`src/rtl/vic_pkg.sv`:
```
package vic_pkg;
  localparam logic [7:0] OFS_RAW  = 8'h00;
  localparam logic [7:0] OFS_NRM  = 8'h04;
  localparam logic [7:0] OFS_FST  = 8'h08;
  localparam logic [7:0] OFS_EN   = 8'h0C;
  localparam logic [7:0] OFS_FSEL = 8'h10;
  localparam logic [7:0] OFS_SOFT = 8'h14;
  localparam logic [7:0] OFS_VEC  = 8'h18;
  localparam logic [7:0] OFS_DFLT = 8'h1C;
  localparam logic [1:0] RGN_ADDR = 2'b01;  // 0x40..0x7F slot handler addresses
  localparam logic [1:0] RGN_CTL  = 2'b10;  // 0x80..0xBF slot controls
endpackage

```
`src/rtl/vic_regs.sv`:
```
module vic_regs
  import vic_pkg::*;
#(
  parameter int unsigned N_SRC  = 32,
  parameter int unsigned N_SLOT = 16,
  parameter int unsigned AW     = 8,
  localparam int unsigned SW    = $clog2(N_SRC),
  localparam int unsigned IW    = $clog2(N_SLOT)
) (
  input  logic                           clk_i,
  input  logic                           rst_ni,
  input  logic [AW-1:0]                  addr_i,
  input  logic                           wr_i,
  input  logic                           rd_i,
  input  logic [31:0]                    wdata_i,
  input  logic [N_SRC-1:0]               raw_i,
  input  logic [N_SRC-1:0]               nrm_i,
  input  logic [N_SRC-1:0]               fst_i,
  input  logic [31:0]                    vec_i,
  output logic [31:0]                    rdata_o,
  output logic [N_SRC-1:0]               en_o,
  output logic [N_SRC-1:0]               fsel_o,
  output logic [N_SRC-1:0]               soft_o,
  output logic [31:0]                    dflt_o,
  output logic [N_SLOT-1:0]              slot_en_o,
  output logic [N_SLOT-1:0][SW-1:0]      slot_src_o,
  output logic [N_SLOT-1:0][31:0]        slot_addr_o
);
  logic [IW-1:0] sidx;
  logic          in_addr_rgn, in_ctl_rgn;
  logic [31:0]   rmux;

  assign sidx        = addr_i[IW+1:2];
  assign in_addr_rgn = (addr_i[AW-1:6] == (AW-6)'(RGN_ADDR)) && (32'(sidx) < N_SLOT);
  assign in_ctl_rgn  = (addr_i[AW-1:6] == (AW-6)'(RGN_CTL))  && (32'(sidx) < N_SLOT);

  always_ff @(posedge clk_i or negedge rst_ni) begin
    if (!rst_ni) begin
      en_o   <= '0;
      fsel_o <= '0;
      soft_o <= '0;
      dflt_o <= '0;
    end else if (wr_i) begin
      if (addr_i == AW'(OFS_EN))   en_o   <= wdata_i[N_SRC-1:0];
      if (addr_i == AW'(OFS_FSEL)) fsel_o <= wdata_i[N_SRC-1:0];
      if (addr_i == AW'(OFS_SOFT)) soft_o <= wdata_i[N_SRC-1:0];
      if (addr_i == AW'(OFS_DFLT)) dflt_o <= wdata_i;
    end
  end

  for (genvar k = 0; k < N_SLOT; k++) begin : g_slot
    always_ff @(posedge clk_i or negedge rst_ni) begin
      if (!rst_ni) begin
        slot_en_o[k]   <= 1'b0;
        slot_src_o[k]  <= '0;
        slot_addr_o[k] <= '0;
      end else if (wr_i && sidx == IW'(k)) begin
        if (in_addr_rgn) slot_addr_o[k] <= wdata_i;
        if (in_ctl_rgn) begin
          slot_en_o[k]  <= wdata_i[SW];
          slot_src_o[k] <= wdata_i[SW-1:0];
        end
      end
    end
  end

  always_comb begin
    rmux = '0;
    if (in_addr_rgn)     rmux = slot_addr_o[sidx];
    else if (in_ctl_rgn) rmux = 32'(slot_src_o[sidx]) | (32'(slot_en_o[sidx]) << SW);
    else begin
      case (addr_i)
        AW'(OFS_RAW):  rmux = 32'(raw_i);
        AW'(OFS_NRM):  rmux = 32'(nrm_i);
        AW'(OFS_FST):  rmux = 32'(fst_i);
        AW'(OFS_EN):   rmux = 32'(en_o);
        AW'(OFS_FSEL): rmux = 32'(fsel_o);
        AW'(OFS_SOFT): rmux = 32'(soft_o);
        AW'(OFS_VEC):  rmux = vec_i;
        AW'(OFS_DFLT): rmux = dflt_o;
        default:       rmux = '0;
      endcase
    end
  end

  always_ff @(posedge clk_i or negedge rst_ni) begin
    if (!rst_ni) rdata_o <= '0;
    else         rdata_o <= rd_i ? rmux : '0;
  end
endmodule

```
`src/rtl/vic_prio.sv`:
```
module vic_prio #(
  parameter int unsigned N_SRC  = 32,
  parameter int unsigned N_SLOT = 16,
  localparam int unsigned SW    = $clog2(N_SRC),
  localparam int unsigned LW    = $clog2(N_SLOT + 2)
) (
  input  logic [N_SRC-1:0]          nrm_i,
  input  logic [N_SLOT-1:0]         slot_en_i,
  input  logic [N_SLOT-1:0][SW-1:0] slot_src_i,
  output logic                      win_vld_o,
  output logic [LW-1:0]             win_lvl_o
);
  logic [N_SLOT-1:0] hit;
  logic [N_SRC-1:0]  claim;
  logic              nonvec;

  for (genvar k = 0; k < N_SLOT; k++) begin : g_hit
    assign hit[k] = slot_en_i[k] & nrm_i[slot_src_i[k]];
  end

  always_comb begin
    claim = '0;
    for (int k = 0; k < N_SLOT; k++)
      if (slot_en_i[k]) claim[slot_src_i[k]] = 1'b1;
  end

  assign nonvec = |(nrm_i & ~claim);

  // lowest slot index wins; non-vectored sits at level N_SLOT
  always_comb begin
    win_vld_o = nonvec;
    win_lvl_o = LW'(N_SLOT);
    for (int k = N_SLOT - 1; k >= 0; k--) begin
      if (hit[k]) begin
        win_vld_o = 1'b1;
        win_lvl_o = LW'(k);
      end
    end
  end
endmodule

```
`src/rtl/vic_service.sv`:
```
module vic_service #(
  parameter int unsigned N_SLOT = 16,
  localparam int unsigned NL    = N_SLOT + 1,
  localparam int unsigned LW    = $clog2(N_SLOT + 2)
) (
  input  logic          clk_i,
  input  logic          rst_ni,
  input  logic          ack_i,
  input  logic          eos_i,
  input  logic [LW-1:0] lvl_i,
  output logic [NL-1:0] serv_o
);
  always_ff @(posedge clk_i or negedge rst_ni) begin
    if (!rst_ni)    serv_o <= '0;
    else if (eos_i) serv_o <= serv_o & (serv_o - NL'(1));  // drop highest-priority level
    else if (ack_i) serv_o <= serv_o | (NL'(1) << lvl_i);
  end
endmodule

```
`src/rtl/vic_top.sv`:
```
module vic_top
  import vic_pkg::*;
#(
  parameter int unsigned N_SRC  = 32,
  parameter int unsigned N_SLOT = 16,
  parameter int unsigned AW     = 8,
  localparam int unsigned SW    = $clog2(N_SRC),
  localparam int unsigned IW    = $clog2(N_SLOT),
  localparam int unsigned LW    = $clog2(N_SLOT + 2),
  localparam int unsigned NL    = N_SLOT + 1
) (
  input  logic              clk_i,
  input  logic              rst_ni,
  input  logic [N_SRC-1:0]  irq_i,
  input  logic [AW-1:0]     addr_i,
  input  logic              wr_i,
  input  logic              rd_i,
  input  logic [31:0]       wdata_i,
  output logic [31:0]       rdata_o,
  output logic              fiq_o,
  output logic              irq_o
);
  logic [N_SRC-1:0]          en_q, fast_q, soft_q, raw_w, masked_w, nrm_w, fst_w;
  logic [31:0]               dflt_q, vec_w;
  logic [N_SLOT-1:0]         slot_en_q;
  logic [N_SLOT-1:0][SW-1:0] slot_src_q;
  logic [N_SLOT-1:0][31:0]   slot_addr_q;
  logic                      win_vld;
  logic [LW-1:0]             win_lvl, serv_lvl;
  logic [NL-1:0]             serv_q;
  logic                      irq_d, ack_w, eos_w;

  assign raw_w    = irq_i | soft_q;
  assign masked_w = raw_w & en_q;
  assign nrm_w    = masked_w & ~fast_q;
  assign fst_w    = masked_w & fast_q;

  vic_regs #(.N_SRC(N_SRC), .N_SLOT(N_SLOT), .AW(AW)) u_regs (
    .clk_i, .rst_ni, .addr_i, .wr_i, .rd_i, .wdata_i,
    .raw_i(raw_w), .nrm_i(nrm_w), .fst_i(fst_w), .vec_i(vec_w),
    .rdata_o, .en_o(en_q), .fsel_o(fast_q), .soft_o(soft_q), .dflt_o(dflt_q),
    .slot_en_o(slot_en_q), .slot_src_o(slot_src_q), .slot_addr_o(slot_addr_q)
  );

  vic_prio #(.N_SRC(N_SRC), .N_SLOT(N_SLOT)) u_prio (
    .nrm_i(nrm_w), .slot_en_i(slot_en_q), .slot_src_i(slot_src_q),
    .win_vld_o(win_vld), .win_lvl_o(win_lvl)
  );

  always_comb begin
    serv_lvl = LW'(NL);
    for (int k = NL - 1; k >= 0; k--)
      if (serv_q[k]) serv_lvl = LW'(k);
  end

  assign irq_d = win_vld && (win_lvl < serv_lvl);
  assign vec_w = (irq_d && win_lvl < LW'(N_SLOT)) ? slot_addr_q[win_lvl[IW-1:0]] : dflt_q;
  assign ack_w = rd_i && (addr_i == AW'(OFS_VEC)) && irq_d;
  assign eos_w = wr_i && (addr_i == AW'(OFS_VEC));

  vic_service #(.N_SLOT(N_SLOT)) u_serv (
    .clk_i, .rst_ni, .ack_i(ack_w), .eos_i(eos_w), .lvl_i(win_lvl), .serv_o(serv_q)
  );

  always_ff @(posedge clk_i or negedge rst_ni) begin
    if (!rst_ni) begin
      fiq_o <= 1'b0;
      irq_o <= 1'b0;
    end else begin
      fiq_o <= |fst_w;
      irq_o <= irq_d;
    end
  end
endmodule

```
`config.mk`:
```
export PLATFORM = sky130hd
export DESIGN_NAME = vic_top
export DESIGN_NICKNAME = d
export VERILOG_FILES = /design/src/rtl/vic_pkg.sv /design/src/rtl/vic_regs.sv /design/src/rtl/vic_prio.sv /design/src/rtl/vic_service.sv /design/src/rtl/vic_top.sv
export SDC_FILE = /design/constraint.sdc
export NUM_CORES = 2
export LEC_CHECK = 0
export ABC_CLOCK_PERIOD_IN_PS = 13200
export BUFFER_PORTS_ARGS = -buffer_cell sky130_fd_sc_hd__buf_2
export CAP_MARGIN = 15
export CORE_MARGIN = 2
export CORE_UTILIZATION = 30
export DETAILED_ROUTE_END_ITERATION = 6
export PLACE_DENSITY = 0.49
export SYNTH_ARGS = -nofsm -noshare
export SYNTH_HDL_FRONTEND = slang
export SYNTH_SLANG_ARGS = --single-unit
```
`constraint.sdc`:
```
create_clock -name clk_i -period 13.2 [get_ports clk_i]
set_input_delay 0 -clock clk_i [delete_from_list [all_inputs] [get_ports clk_i]]
set_output_delay 0 -clock clk_i [all_outputs]
set_load 0.02 [all_outputs]
```
==> summary.txt <==
Status
  – Outcome: complete, but fails checks
  – Violated checks: DRC

Layout
  – Fillcell total: 16946
  – Area delta synth->final: 12.9%
  – Final #Nets: 4685
  – Commonest non-fill, non-tap cell in the layout: dfrtp_1
  – Finished Layout Cells: 6881
  – Highest-count cells in the layout ignoring fill and taps: dfrtp_1 (787), mux2_2 (748), nand2_1 (369)
  – Layout cells sized above 1: 0.333

Power
  – Sequential share of power: 0.351
  – P_sw: 0.00343 W
  – Clock power share: 0.294
  – Switch share: 0.400
  – Logic pwr share: 0.356
  – Static Leak: 23.0 nW
  – Power per cell area: 152 mW/mm^2
  – Peak supply drop: 146 uV
  – Internal power: 0.00515 W

Logic synthesis
  – Syn Inst Count: 4651
  – Simple-Gate Fraction of Synth Area: 0.113
  – Synth Area per Inst: 10.8 sq um
  – Sequential-to-total area share from yosys stat: 0.393
  – Post-Syn Nets: 4731
  – Mux contribution to synthesized area: 0.304
  – Synth Flop Type: dfrtp_1
  – Asr flop ratio synth: 1.00
  – EDFF count, synth: 0
  – Yosys warning total: 0
  – Combinational family with the most area after synthesis: multiplexers
  – Netlist Area Pre-Place: 0.0502 sq mm
  – Post-Synth Adder-Cell Area: 0.000998
  – Synth Area in Compound Gates: 0.147
  – Xor and xnor area share after synthesis: 0
  – Seq cells post-synth: 787
  – Yosys cell types: 94

Global routing
  – Busiest grt layer: met2
  – Vias in the first global route: 44292
  – Grt ovf: 0
  – Total GRT Usage: 0.326
  – Met3 global-route usage: 0.0685
  – Grt met1 use: 0.432
  – Antenna violations before repair: 21
  – First-pass GRT wire length: 386000 microns
  – Grt met2 use: 0.489
  – Largest net degree at the start of global routing: 159

Clock tree
  – Worst-skew pair later-pin latency: 710 ps
  – Clock-pin slew on the worst setup and hold paths: 60 ps
  – TritonCTS buffer count: 90
  – Clk root buf: clkbuf_16
  – TritonCTS clock tree: done
  – CTS sink count: 787
  – CTS Buffer Depth: 3
  – Depth of the CTS H-tree: 3

STA
  – FMAX: 0.137 GHz
  – Setup TNS: 0 ps
  – Worst slew pin tran: 1340 ps
  – Final setup fails: 0
  – Fin crit share: 0.552
  – Final hold violations: 0
  – Crit path time final: 7290 ps
  – Slew headroom: 0.101
  – RSZ-0062 raised after global routing: no
  – Pins Over Slew Limit: 0
  – Setup ws final: 5910 ps
  – Worst Skew: 44.0 ps

Place
  – Placer congestion estimate: 1.09
  – IO Port Bufs: 109
  – Hpwl dp: 192000 microns
  – DP Cell Count: 6673
  – Pre-CTS setup slack: 6170 ps

Routing
  – Wire per inst: 41.2 microns
  – DRC: 8
  – DRT Wirelength: 284000 microns
  – Via count: 45952
  – Detailed Routing Iterations Pass 1: 7
  – Starting DRC count in detailed routing: 6107
  – Post-route ant nets: 0
  – Via/cell ratio: 6.68

Setup path
  – Worst Path Arrival: 7850 ps
  – Required @ worst endpoint: 13760 ps
  – Worst path buffer plus inverter count: 2
  – CP peak stage delay: 1000 ps
  – Worst-path cell chain: o21ai_1 -> nor2_1 -> buf_4 -> mux4_2 -> mux2_2 -> o221ai_1 -> o41ai_1 -> nor3_2 -> nand2_1 -> nor2b_1 -> ha_1 -> a21o_1 -> a21oi_1 -> o21ai_1 -> a21oi_4 -> buf_4 -> nand2_1 -> nor2_1 -> o31ai_1
  – CP top delay family: compound AO/OA/AOI/OAI gates
  – Element type at the critical path start: flop
  – Crit Path Class: reg2reg
  – Slowest cell on the critical path: o21ai_1
  – Crit end category: flop
  – Crit path max fanout: 17

Die
  – # rows: 150
  – Die Ht: 413 microns
  – Die ar.: 0.170 sq mm
  – Core ar.: 0.167 sq mm
  – Io pins: 110
  – Die width: 413 microns
  – Initial core utilization: 0.301

Run
  – Max-Cap Viols: 0

Min path
  – Worst hold path type: in2async
-- stage by stage --
stage | cell area [sq um] | utilization | total power, W | hold WS (ps)
after detailed placement | 53300 | 0.320 | 0.00599 | 178
after CTS | 56600 | 0.340 | 0.00854 | 3.41
after global routing | 56600 | 0.340 | 0.00884 | 30.6
after global placement | 53200 | 0.319 | 0.00599 | 173
final | 56600 | 0.340 | 0.00858 | 0.947
after floorplan | 50200 | - | 0.00470 | -296
-- registers in the layout, indices dropped and copies added (netlist names), 16 cells and up --
register            count
u_regs.dflt_o          32
u_regs.rdata_o         32
u_regs.slot_en_o       16
u_regs.en_o            32
u_regs.fsel_o          32
u_regs.soft_o          32
u_serv.serv_o          17
u_regs.slot_addr_o    512
u_regs.slot_src_o      80
-- final timing paths --
path,from,endpoint,slack [ps],cells past startpoint
worst max-delay path,u_regs.soft_o[24]$_DFFE_PN0P_,u_regs.rdata_o[7]$_DFF_PN0_,5910,19
worst min-delay path,rst_ni,u_regs.slot_addr_o[478]$_DFFE_PN0P_,0.9,2
worst max register to register,u_regs.soft_o[24]$_DFFE_PN0P_,u_regs.rdata_o[7]$_DFF_PN0_,5910,19
worst min register to register,u_regs.slot_addr_o[215]$_DFFE_PN0P_,u_regs.slot_addr_o[215]$_DFFE_PN0P_,530,1
max in group asynchronous,rst_ni,u_regs.slot_addr_o[164]$_DFFE_PN0P_,10020,5
min in group clk_i,irq_i[12],u_regs.rdata_o[12]$_DFF_PN0_,60,8
-- cells by family after synthesis --
family                     after synthesis
AOI/OAI and AO/OA                     1057
adders and majority gates                4
buffers and inverters                  542
DFF                                    787
muxes                                 1093
and+or+nand+nor                       1168
-- cell usage after synthesis (11+ instances only) --
cell | n | area (sq um)
nand3b_1 | 23 | 173
inv_1 | 66 | 248
o2111ai_1 | 19 | 166
o221a_2 | 14 | 158
o22ai_1 | 175 | 1090
nor4_1 | 61 | 382
a211oi_1 | 36 | 270
nand4_1 | 38 | 238
nor3b_1 | 14 | 105
o211ai_1 | 26 | 195
and3_1 | 11 | 68.8
o32a_1 | 11 | 110
o21ai_1 | 18 | 90.1
buf_1 | 95 | 357
mux2i_1 | 77 | 771
or3_1 | 19 | 119
o32ai_1 | 34 | 298
o31ai_1 | 29 | 218
mux4_2 | 268 | 6040
nand2_1 | 386 | 1450
nor2b_1 | 37 | 231
or2_2 | 19 | 119
buf_2 | 52 | 260
a22oi_1 | 23 | 173
mux2_2 | 748 | 8420
a32oi_1 | 13 | 114
a31oi_1 | 46 | 288
a221oi_1 | 24 | 210
nand2b_1 | 60 | 375
dfrtp_1 | 787 | 19700
o21ai_0 | 192 | 961
a2111oi_0 | 34 | 298
clkbuf_1 | 315 | 1180
o221ai_1 | 107 | 937
nand3_1 | 106 | 531
nor2_1 | 208 | 781
nor3_1 | 135 | 676
a21oi_1 | 132 | 661
-- layer usage --
layer	wire [microns]	part of all wire	vias up
li1	-	-	17937
met1	115000	0.41	24233
met2	123000	0.43	2976
met3	25600	0.090	788
met4	20100	0.071	18
met5	125	0.00044	-
-- area by class of cell --
cell class | instances | area [sq um] | area share
multi-input combinational | 3322 | 28600 | 0.504
sequential | 787 | 19700 | 0.348
tap | 2204 | 2760 | 0.0487
clock buffer | 134 | 2650 | 0.0468
timing repair buffer | 331 | 2420 | 0.0428
clock inverter | 26 | 275 | 0.00486
inverter | 73 | 274 | 0.00484
antenna | 4 | 10.0 | 0.000177
-- what timing repair did --
action | CTS | global route
hold buffers | 44 | 0
endpoints found under the hold margin | 674 | 0
resized for setup | 0 | 0
setup buffers | 0 | 0
-- power groups by stage --
stage | combinational [W] | sequential [W] | clock, W
3_3_place_gp | 0.00296 | 0.00303 | 0
5_1_grt | 0.00314 | 0.00303 | 0.00267
3_5_place_dp | 0.00295 | 0.00304 | 0
6_report | 0.00305 | 0.00301 | 0.00252
2_1_floorplan | 0.00182 | 0.00288 | 0
4_1_cts | 0.00298 | 0.00299 | 0.00257
(Power assumes the default switching activity.)
